## config.mk

```make
export PLATFORM = sky130hd
export DESIGN_NAME = gpio_sel_port
export DESIGN_NICKNAME = d
export VERILOG_FILES = /design/src/rtl/gpio_pkg.sv /design/src/rtl/gpio_in_sync.sv /design/src/rtl/gpio_out_ctrl.sv /design/src/rtl/gpio_rd_mux.sv /design/src/rtl/gpio_sel_port.sv
export SDC_FILE = /design/constraint.sdc
export NUM_CORES = 1
export LEC_CHECK = 0
export ABC_CLOCK_PERIOD_IN_PS = 1400
export BUFFER_PORTS_ARGS = -buffer_cell sky130_fd_sc_hd__buf_2
export CORE_MARGIN = 3
export CORE_UTILIZATION = 35
export DETAILED_ROUTE_END_ITERATION = 10
export SYNTH_ARGS = -nofsm -noshare
export SYNTH_HDL_FRONTEND = slang
export SYNTH_HIERARCHICAL = 1
export SYNTH_SLANG_ARGS = --single-unit
```

## constraint.sdc

```tcl
create_clock -name clk -period 1.4 [get_ports clk]
set_input_delay 0.28 -clock clk [delete_from_list [all_inputs] [get_ports clk]]
set_output_delay 0.28 -clock clk [all_outputs]
set_load 0.02 [all_outputs]
```

## src/rtl/gpio_pkg.sv

```systemverilog
package gpio_pkg;
    localparam int N_PINS  = 8;
    localparam int SEL_W   = N_PINS + 2;
    localparam int RDATA_W = 32;
    localparam int ADDR_W  = 2;
    localparam int PWM_PIN = N_PINS - 1;

    typedef enum logic [ADDR_W-1:0] {
        IDX_OUT = 2'd0,
        IDX_IN  = 2'd1,
        IDX_RSV = 2'd2,
        IDX_SEL = 2'd3
    } reg_idx_e;

    // Packed so that bit 9 is io_pwm, bit 8 pin_pwm and bits 7:0 gp_en
    typedef struct packed {
        logic              io_pwm;
        logic              pin_pwm;
        logic [N_PINS-1:0] gp_en;
    } sel_t;

    function automatic logic [N_PINS-1:0] masked_merge(
        input logic [N_PINS-1:0] old_v,
        input logic [N_PINS-1:0] new_v,
        input logic [N_PINS-1:0] mask
    );
        return (old_v & ~mask) | (new_v & mask);
    endfunction

    function automatic logic [RDATA_W-1:0] zext_pins(input logic [N_PINS-1:0] v);
        return {{(RDATA_W-N_PINS){1'b0}}, v};
    endfunction
endpackage

```

## src/rtl/gpio_in_sync.sv

```systemverilog
module gpio_in_sync
    import gpio_pkg::*;
#(
    parameter int STAGES = 2
) (
    input  logic              clk,
    input  logic              rst,
    input  logic [N_PINS-1:0] pins_async,
    output logic [N_PINS-1:0] pins_sync
);
    logic [N_PINS-1:0] stage_q [STAGES];

    for (genvar s = 0; s < STAGES; s++) begin : g_stage
        if (s == 0) begin : g_first
            always_ff @(posedge clk) begin
                if (rst) stage_q[s] <= '0;
                else     stage_q[s] <= pins_async;
            end
        end else begin : g_next
            always_ff @(posedge clk) begin
                if (rst) stage_q[s] <= '0;
                else     stage_q[s] <= stage_q[s-1];
            end
        end
    end

    assign pins_sync = stage_q[STAGES-1];
endmodule

```

## src/rtl/gpio_out_ctrl.sv

```systemverilog
module gpio_out_ctrl
    import gpio_pkg::*;
(
    input  logic              clk,
    input  logic              rst,
    input  logic              wr_out,
    input  logic              wr_sel,
    input  logic [SEL_W-1:0]  wdata,
    input  logic [N_PINS-1:0] alt_in,
    input  logic              pwm_in,
    output sel_t              sel_q,
    output logic [N_PINS-1:0] pins,
    output logic              io_pwm_en
);
    logic [N_PINS-1:0] out_q;

    always_ff @(posedge clk) begin
        if (rst) begin
            sel_q <= '0;
            out_q <= '0;
        end else begin
            if (wr_sel) sel_q <= sel_t'(wdata);
            if (wr_out) out_q <= masked_merge(out_q, wdata[N_PINS-1:0], sel_q.gp_en);
        end
    end

    for (genvar i = 0; i < N_PINS; i++) begin : g_pin
        logic gp_val;
        assign gp_val = sel_q.gp_en[i] ? out_q[i] : alt_in[i];
        if (i == PWM_PIN) begin : g_pwm
            // PWM steering wins over software drive on this pin
            assign pins[i] = sel_q.pin_pwm ? pwm_in : gp_val;
        end else begin : g_plain
            assign pins[i] = gp_val;
        end
    end

    assign io_pwm_en = sel_q.io_pwm;
endmodule

```

## src/rtl/gpio_rd_mux.sv

```systemverilog
module gpio_rd_mux
    import gpio_pkg::*;
(
    input  reg_idx_e           idx,
    input  logic [N_PINS-1:0]  pins,
    input  logic [N_PINS-1:0]  in_sync,
    input  sel_t               sel_q,
    output logic [RDATA_W-1:0] rdata
);
    always_comb begin
        unique case (idx)
            IDX_OUT: rdata = zext_pins(pins);
            IDX_IN:  rdata = zext_pins(in_sync);
            IDX_SEL: rdata = {{(RDATA_W-SEL_W){1'b0}}, sel_q};
            default: rdata = '0;
        endcase
    end
endmodule

```

## src/rtl/gpio_sel_port.sv

```systemverilog
module gpio_sel_port
    import gpio_pkg::*;
#(
    parameter int SYNC_STAGES = 2
) (
    input  logic               clk,
    input  logic               rst,
    input  logic               bus_wr,
    input  logic [ADDR_W-1:0]  bus_addr,
    input  logic [SEL_W-1:0]   bus_wdata,
    output logic [RDATA_W-1:0] bus_rdata,
    input  logic [N_PINS-1:0]  gpio_in,
    input  logic [N_PINS-1:0]  alt_in,
    input  logic               pwm_in,
    output logic [N_PINS-1:0]  gpio_out,
    output logic               io7_pwm_en
);
    reg_idx_e          idx;
    logic              wr_out, wr_sel;
    sel_t              sel_q;
    logic [SEL_W-1:0]  sel_bits;
    logic [N_PINS-1:0] in_sync;

    assign idx    = reg_idx_e'(bus_addr);
    assign wr_out = bus_wr && (idx == IDX_OUT);
    assign wr_sel = bus_wr && (idx == IDX_SEL);

    gpio_in_sync #(.STAGES(SYNC_STAGES)) u_sync (
        .clk       (clk),
        .rst       (rst),
        .pins_async(gpio_in),
        .pins_sync (in_sync)
    );

    gpio_out_ctrl u_ctrl (
        .clk      (clk),
        .rst      (rst),
        .wr_out   (wr_out),
        .wr_sel   (wr_sel),
        .wdata    (bus_wdata),
        .alt_in   (alt_in),
        .pwm_in   (pwm_in),
        .sel_q    (sel_q),
        .pins     (gpio_out),
        .io_pwm_en(io7_pwm_en)
    );

    gpio_rd_mux u_rd (
        .idx    (idx),
        .pins   (gpio_out),
        .in_sync(in_sync),
        .sel_q  (sel_q),
        .rdata  (bus_rdata)
    );

    assign sel_bits = sel_q;
endmodule

```

# Yosys cells after proc, flatten, opt, wreduce, memory -nomap -nowiden
# Memory sizes are Yosys's and may differ from the RTL's.
# Cells that the tools add are included.
[classes]
addsub = 0
mul = 0
div_mod_pow = 0
n_lt_le_gt_ge = 0
eq_ne = 2
n_shift = 0
mux = 15
n_bitwise = 6
n_reduce_logical = 3
[ops]
columns = ["op", "n"]
rows = [
  ["case mux 10 bit (3 select lines)", 1],
  ["bitwise AND 8 bit", 2],
  ["2-to-1 mux 8 bit", 2],
  ["2-to-1 mux 1 bit", 12],
  ["inverter 8 bit", 1],
  ["bitwise OR 8 bit", 1],
  ["== test 2 x 1 -> 1 bit, second input constant", 1],
  ["== test 2 bit, second input constant", 1],
  ["logical AND 1 bit", 2],
  ["logical NOT 2 bit", 1],
  ["bitwise OR 1 bit", 2],
]
[word_totals]
regBits = 18
latchBits = 0
mem_bits_rw = 16
rom_bits = 0
input_bits = 32
output_inout_bits = 41
mem_count = 1
[memory_table]
columns = ["name", "depth", "word_bits", "read_ports", "rd_ports_with_merged_regs", "write_ports", "line_no", "rtl"]
rows = [
  ["u_sync.stage_q", 2, 8, 2, 0, 2, "gpio_in_sync.sv:11", "logic [N_PINS-1:0] stage_q [STAGES];"],
]

# Logic depth before layout (Yosys ltp)
[logic_depth]
ltp_word = 3
depth_mapped = 5

# Cells and area by module
# The synthesis kept the hierarchy.
[modules_own_cells]
columns = ["module", "instances", "cells_per_inst", "area_per_inst_um2", "seq_area_each_um2"]
rows = [
  ["gpio_out_ctrl", 1, 85, 867.1, 360.3],
  ["gpio_in_sync", 1, 33, 464.2, 320.3],
  ["gpio_rd_mux", 1, 45, 362.8, 0.0],
  ["gpio_sel_port", 1, 2, 18.8, 0.0],
]

# Worst setup path before layout
# OpenSTA, ideal clock, no wires.
[synth_path]
path_type = "reg2out"
start = "register, netlist name u_ctrl/sel_q[7]"
end = "output port bus_rdata[7]"
arrival_ns = 1.328
required_time_ns = 1.120
setup_slack_ns = -0.208
stages_incl_launch_ff = 5
n_path_buf = 0
path_cell_list = "dfxtp_1 -> mux2i_1 -> o21ai_1 -> mux2i_1 -> o2bb2ai_1"
[synth_between]
elab_chain_len = 3
[synth_rtl]
columns = ["item", "line_no", "rtl"]
rows = [
  ["2-to-1 mux 1 bit", "gpio_out_ctrl.sv:29", "assign gp_val = sel_q.gp_en[i] ? out_q[i] : alt_in[i];"],
  ["2-to-1 mux 1 bit", "gpio_out_ctrl.sv:32", "assign pins[i] = sel_q.pin_pwm ? pwm_in : gp_val;"],
  ["net gpio_out[7]", "gpio_sel_port.sv:15", "output logic [N_PINS-1:0] gpio_out,"],
  ["case mux 10 bit (3 select lines)", "gpio_rd_mux.sv:11", "unique case (idx)"],
  ["end, declared", "gpio_sel_port.sv:11", "output logic [RDATA_W-1:0] bus_rdata,"],
]
# The timed path passes the listed nets, and every way through them passes these cells.

# Worst setup path in the final report
[layout_path]
start = "register, netlist name u_ctrl/sel_q[6]"
end = "output port bus_rdata[6]"
[layout_between]
elab_chain_len = 2
[layout_rtl]
columns = ["item", "line_no"]
rows = [
  ["2-to-1 mux 1 bit", "gpio_out_ctrl.sv:29"],
  ["case mux 10 bit (3 select lines) *", "gpio_rd_mux.sv:11"],
]
# Every way passes the cells marked *; elsewhere a longest branch is shown, timed or not.

==> implementation parameters <==
Parameter                              Value

Drt
  Average via count per standard cell    4.188
  Number of search-and-repair iterations in the first detailed-routing pass    4
  Vias after detailed routing    1223
  DRC    0
  Wire length reported by the detailed router    3.642 mm
  Initial DRC count    60
  Residual antenna-violating net count after detailed routing    0
  Average wire per cell in the routed design    12.47 µm

Floorplan
  Width of the die    75.96 µm
  Cell row count    24
  Initial standard-cell utilization of the core    0.3778
  Full die area    5769 µm²
  Core Area    4534 µm²
  I/O pin total    73
  Die extent in y    75.96 µm

Critical path
  Setup Crit Path Kind    register to output pin
  CP Launch Point    u_ctrl/sel_q[6]$_SDFFE_PP0P_
  Start of the worst register-to-register path    u_ctrl/sel_q[1]$_SDFFE_PP0P_
  Critical path launch point type    register
  Highest fanout seen on the critical path    2
  R2r setup slk    460 ps
  Data required time at the worst endpoint    1120 ps
  Critical path data arrival time    1350 ps
  Worst reg2reg path depth    4
  Type of destination of the critical path    output pin

Final layout
  Layout Cells excl Fill    292
  Signed area change from the synthesized netlist to the final layout    32.07%
  Fraction of layout instances using a drive strength above 1    0.5551
  Final layout net count    260
  Number of inserted diodes    0
  # fillers    423

Min path
  Worst hold-check path type    primary input to register
  Worst hold stages    2
  Worst min-delay path startpoint    gpio_in[6]
  Terminating pin of the worst hold path    u_sync/stage_q[0][6]$_SDFF_PP0_

Power
  Lkg Pwr    1.040 nW
  Total power per unit cell area    938.7 nW/µm²
  Largest vdd supply drop    0.6797 mV
  Power consumption    2.123 mW

Yosys
  Largest family of logic cells by synthesized area    buffers and inverters
  Fraction of synthesized area in multiplexers    0.1570
  Total of flip-flops plus latches after synthesis    34
  Sequential fraction of the synthesis area    0.3974
  Cell count after synthesis    165
  Synth Area in Simple Gates    0.1490
  Mean Syn Cell Area    10.38 µm²
  Compound-cell area share of the yosys netlist    0.1183
  Arithmetic-cell share of the synthesized area counting full adders, half adders and majority gates    0
  Area of the mapped netlist    1713 µm²
  Ys Warns    6
  Distinct cell type count after synthesis    23
  Xor/xnor cell area share of the yosys netlist    0

Clock network
  Cts bufs inserted    5
  Number of hold-repair buffers added at the cts stage    0
  CTS Sinks    34
  Root buffer selected by CTS    clkbuf_8
  Buffer depth of the longest clock path    2
  CTS clock-pin slew for the worst setup and hold paths    60 ps
  Insertion delay of the later-clocked pin in the worst-skew pair    270 ps
  CTS H-tree depth    2
  CTS tree    done

Timing
  Fmax    615.4 MHz
  Setup-violating endpoint count in the final report    11
  Final number of max-transition violations    0
  Crit path time final    1625 ps
  Unrepaired setup endpoints after global routing    true
  Post-route setup TNS    -1602 ps
  Worst Hold Slack    211.2 ps
  Share of the cycle needed by the critical path after routing    1.161
  Setup slack of the critical path after layout    -225.0 ps
  Number of endpoints with negative hold slack in the final report    0
  Worst Skew    1.201 ps

Place
  Pre-CTS setup slack    49.04 ps
  Estimated wirelength of the detail-placed design    2.689 mm
  Final weighted congestion in routability-driven placement    0.7558
  Placed Cells    281
  Buffers on Ports    50

Global routing
  Global-route wire length before repair    5.913 mm
  Largest net degree at the start of global routing    21
  Overall overflow remaining after global route    0
  GRT Overall Usage    0.1270
  Antenna violations before repair    0
  Number of global-route vias before repair    1205

Outcome
  Violated checks    setup timing
  Run status    finished, violations left

Flow run
  Max Cap Viol    0
==> cell type report <==
class                      count  area [µm²]  area share
timing repair buffer          74       506.7      0.2240
clock buffer                   6       82.58     0.03650
multi-input combinational    113       900.9      0.3982
sequential                    34       690.7      0.3053
tap                           65       81.33     0.03595
==> layout by cell type (no fill, tap or decap) <==
master     instances
mux2i_1           16
conb_1            22
nand3_1            8
nor2b_2            7
nand2_1            1
and2_2             1
o2bb2ai_2          8
a21oi_2            2
a21oi_1            6
and3_1             1
and2b_2            6
dfxtp_1           26
and3_2             2
buf_2             39
dfxtp_2            8
a21bo_1            8
mux2_4             7
mux2i_2            3
nor2_1            10
nor3b_2            1
clkbuf_8           6
buf_4             22
o21ai_2            1
buf_6             13
nor2b_1            3
==> report_power, final <==
part | total (mW) | switching [mW] | internal, mW | leakage [nW]
clock network | 0.688 | 0.309 | 0.379 | 0.0431
logic | 0.420 | 0.227 | 0.193 | 0.715
registers | 1.02 | 0.0137 | 1.00 | 0.282
==> cells in the mapped netlist <==
master | n | area share
dfxtp_1 | 34 | 0.40
a21bo_1 | 8 | 0.047
and2_2 | 1 | 0.0044
o21ai_1 | 1 | 0.0029
and3_1 | 1 | 0.0037
and2b_2 | 6 | 0.031
conb_1 | 1 | 0.0022
nor2b_1 | 3 | 0.011
a21oi_1 | 6 | 0.018
nand2_1 | 1 | 0.0022
o2bb2ai_1 | 8 | 0.041
nor2b_2 | 7 | 0.036
buf_2 | 4 | 0.012
a21oi_2 | 2 | 0.010
nand3_1 | 8 | 0.023
nor3b_2 | 1 | 0.0073
buf_6 | 3 | 0.020
mux2_2 | 7 | 0.046
mux2i_1 | 19 | 0.11
nor2_1 | 10 | 0.022
and3_2 | 2 | 0.0088
buf_8 | 1 | 0.0088
buf_4 | 31 | 0.14
==> routing by layer <==
metal / track usage / vias up / part of all wire / wire, µm
li1: - / 632 / - / -
met1: 0.1734 / 538 / 0.49 / 1774
met2: 0.1959 / 46 / 0.44 / 1613
met3: 0.03436 / 7 / 0.052 / 191
met4: 0.03804 / 0 / 0.017 / 63
met5: 0 / - / 0 / 0
==> repair_timing <==
| action | 4_1_cts | 5_1_grt |
|---|---|---|
| pin swaps | 7 | 1 |
| setup buffers | 2 | 4 |
| endpoints found under the setup margin | 9 | 10 |
| resized for setup | 25 | 11 |
==> critical path, stage by stage, from the launching register on <==
cell and delay, ps:
dfxtp_2 330, mux2_4 300, mux2i_1 200, o2bb2ai_2 100, buf_6 140
==> through the flow <==
step | instance area [µm²] | util
5_1_grt | 2262 | 0.4989
4_1_cts | 2206 | 0.4865
3_5_place_dp | 2027 | 0.4470
3_3_place_gp | 2027 | 0.4470
6_report | 2262 | 0.4989
2_1_floorplan | 1854 | -
==> cells by family (layout without fill, tap and decap cells) <==
| group | Yosys count | after routing |
|---|---|---|
| simple gates | 40 | 40 |
| mux | 26 | 26 |
| compound gates | 25 | 25 |
| flops | 34 | 34 |
| other cells | 1 | 22 |
| buf+inv | 39 | 80 |
==> worst max-delay path by stage <==
stage                         to  slack (ps)  cells past startpoint
CTS                 bus_rdata[2]        -200                      4
detailed placement  bus_rdata[2]          50                      4
global route        bus_rdata[6]        -240                      4
global placement    bus_rdata[4]          60                      4
floorplan           bus_rdata[7]           3                      4
finish              bus_rdata[6]        -230                      4
Power figures use the tool's default switching activity.
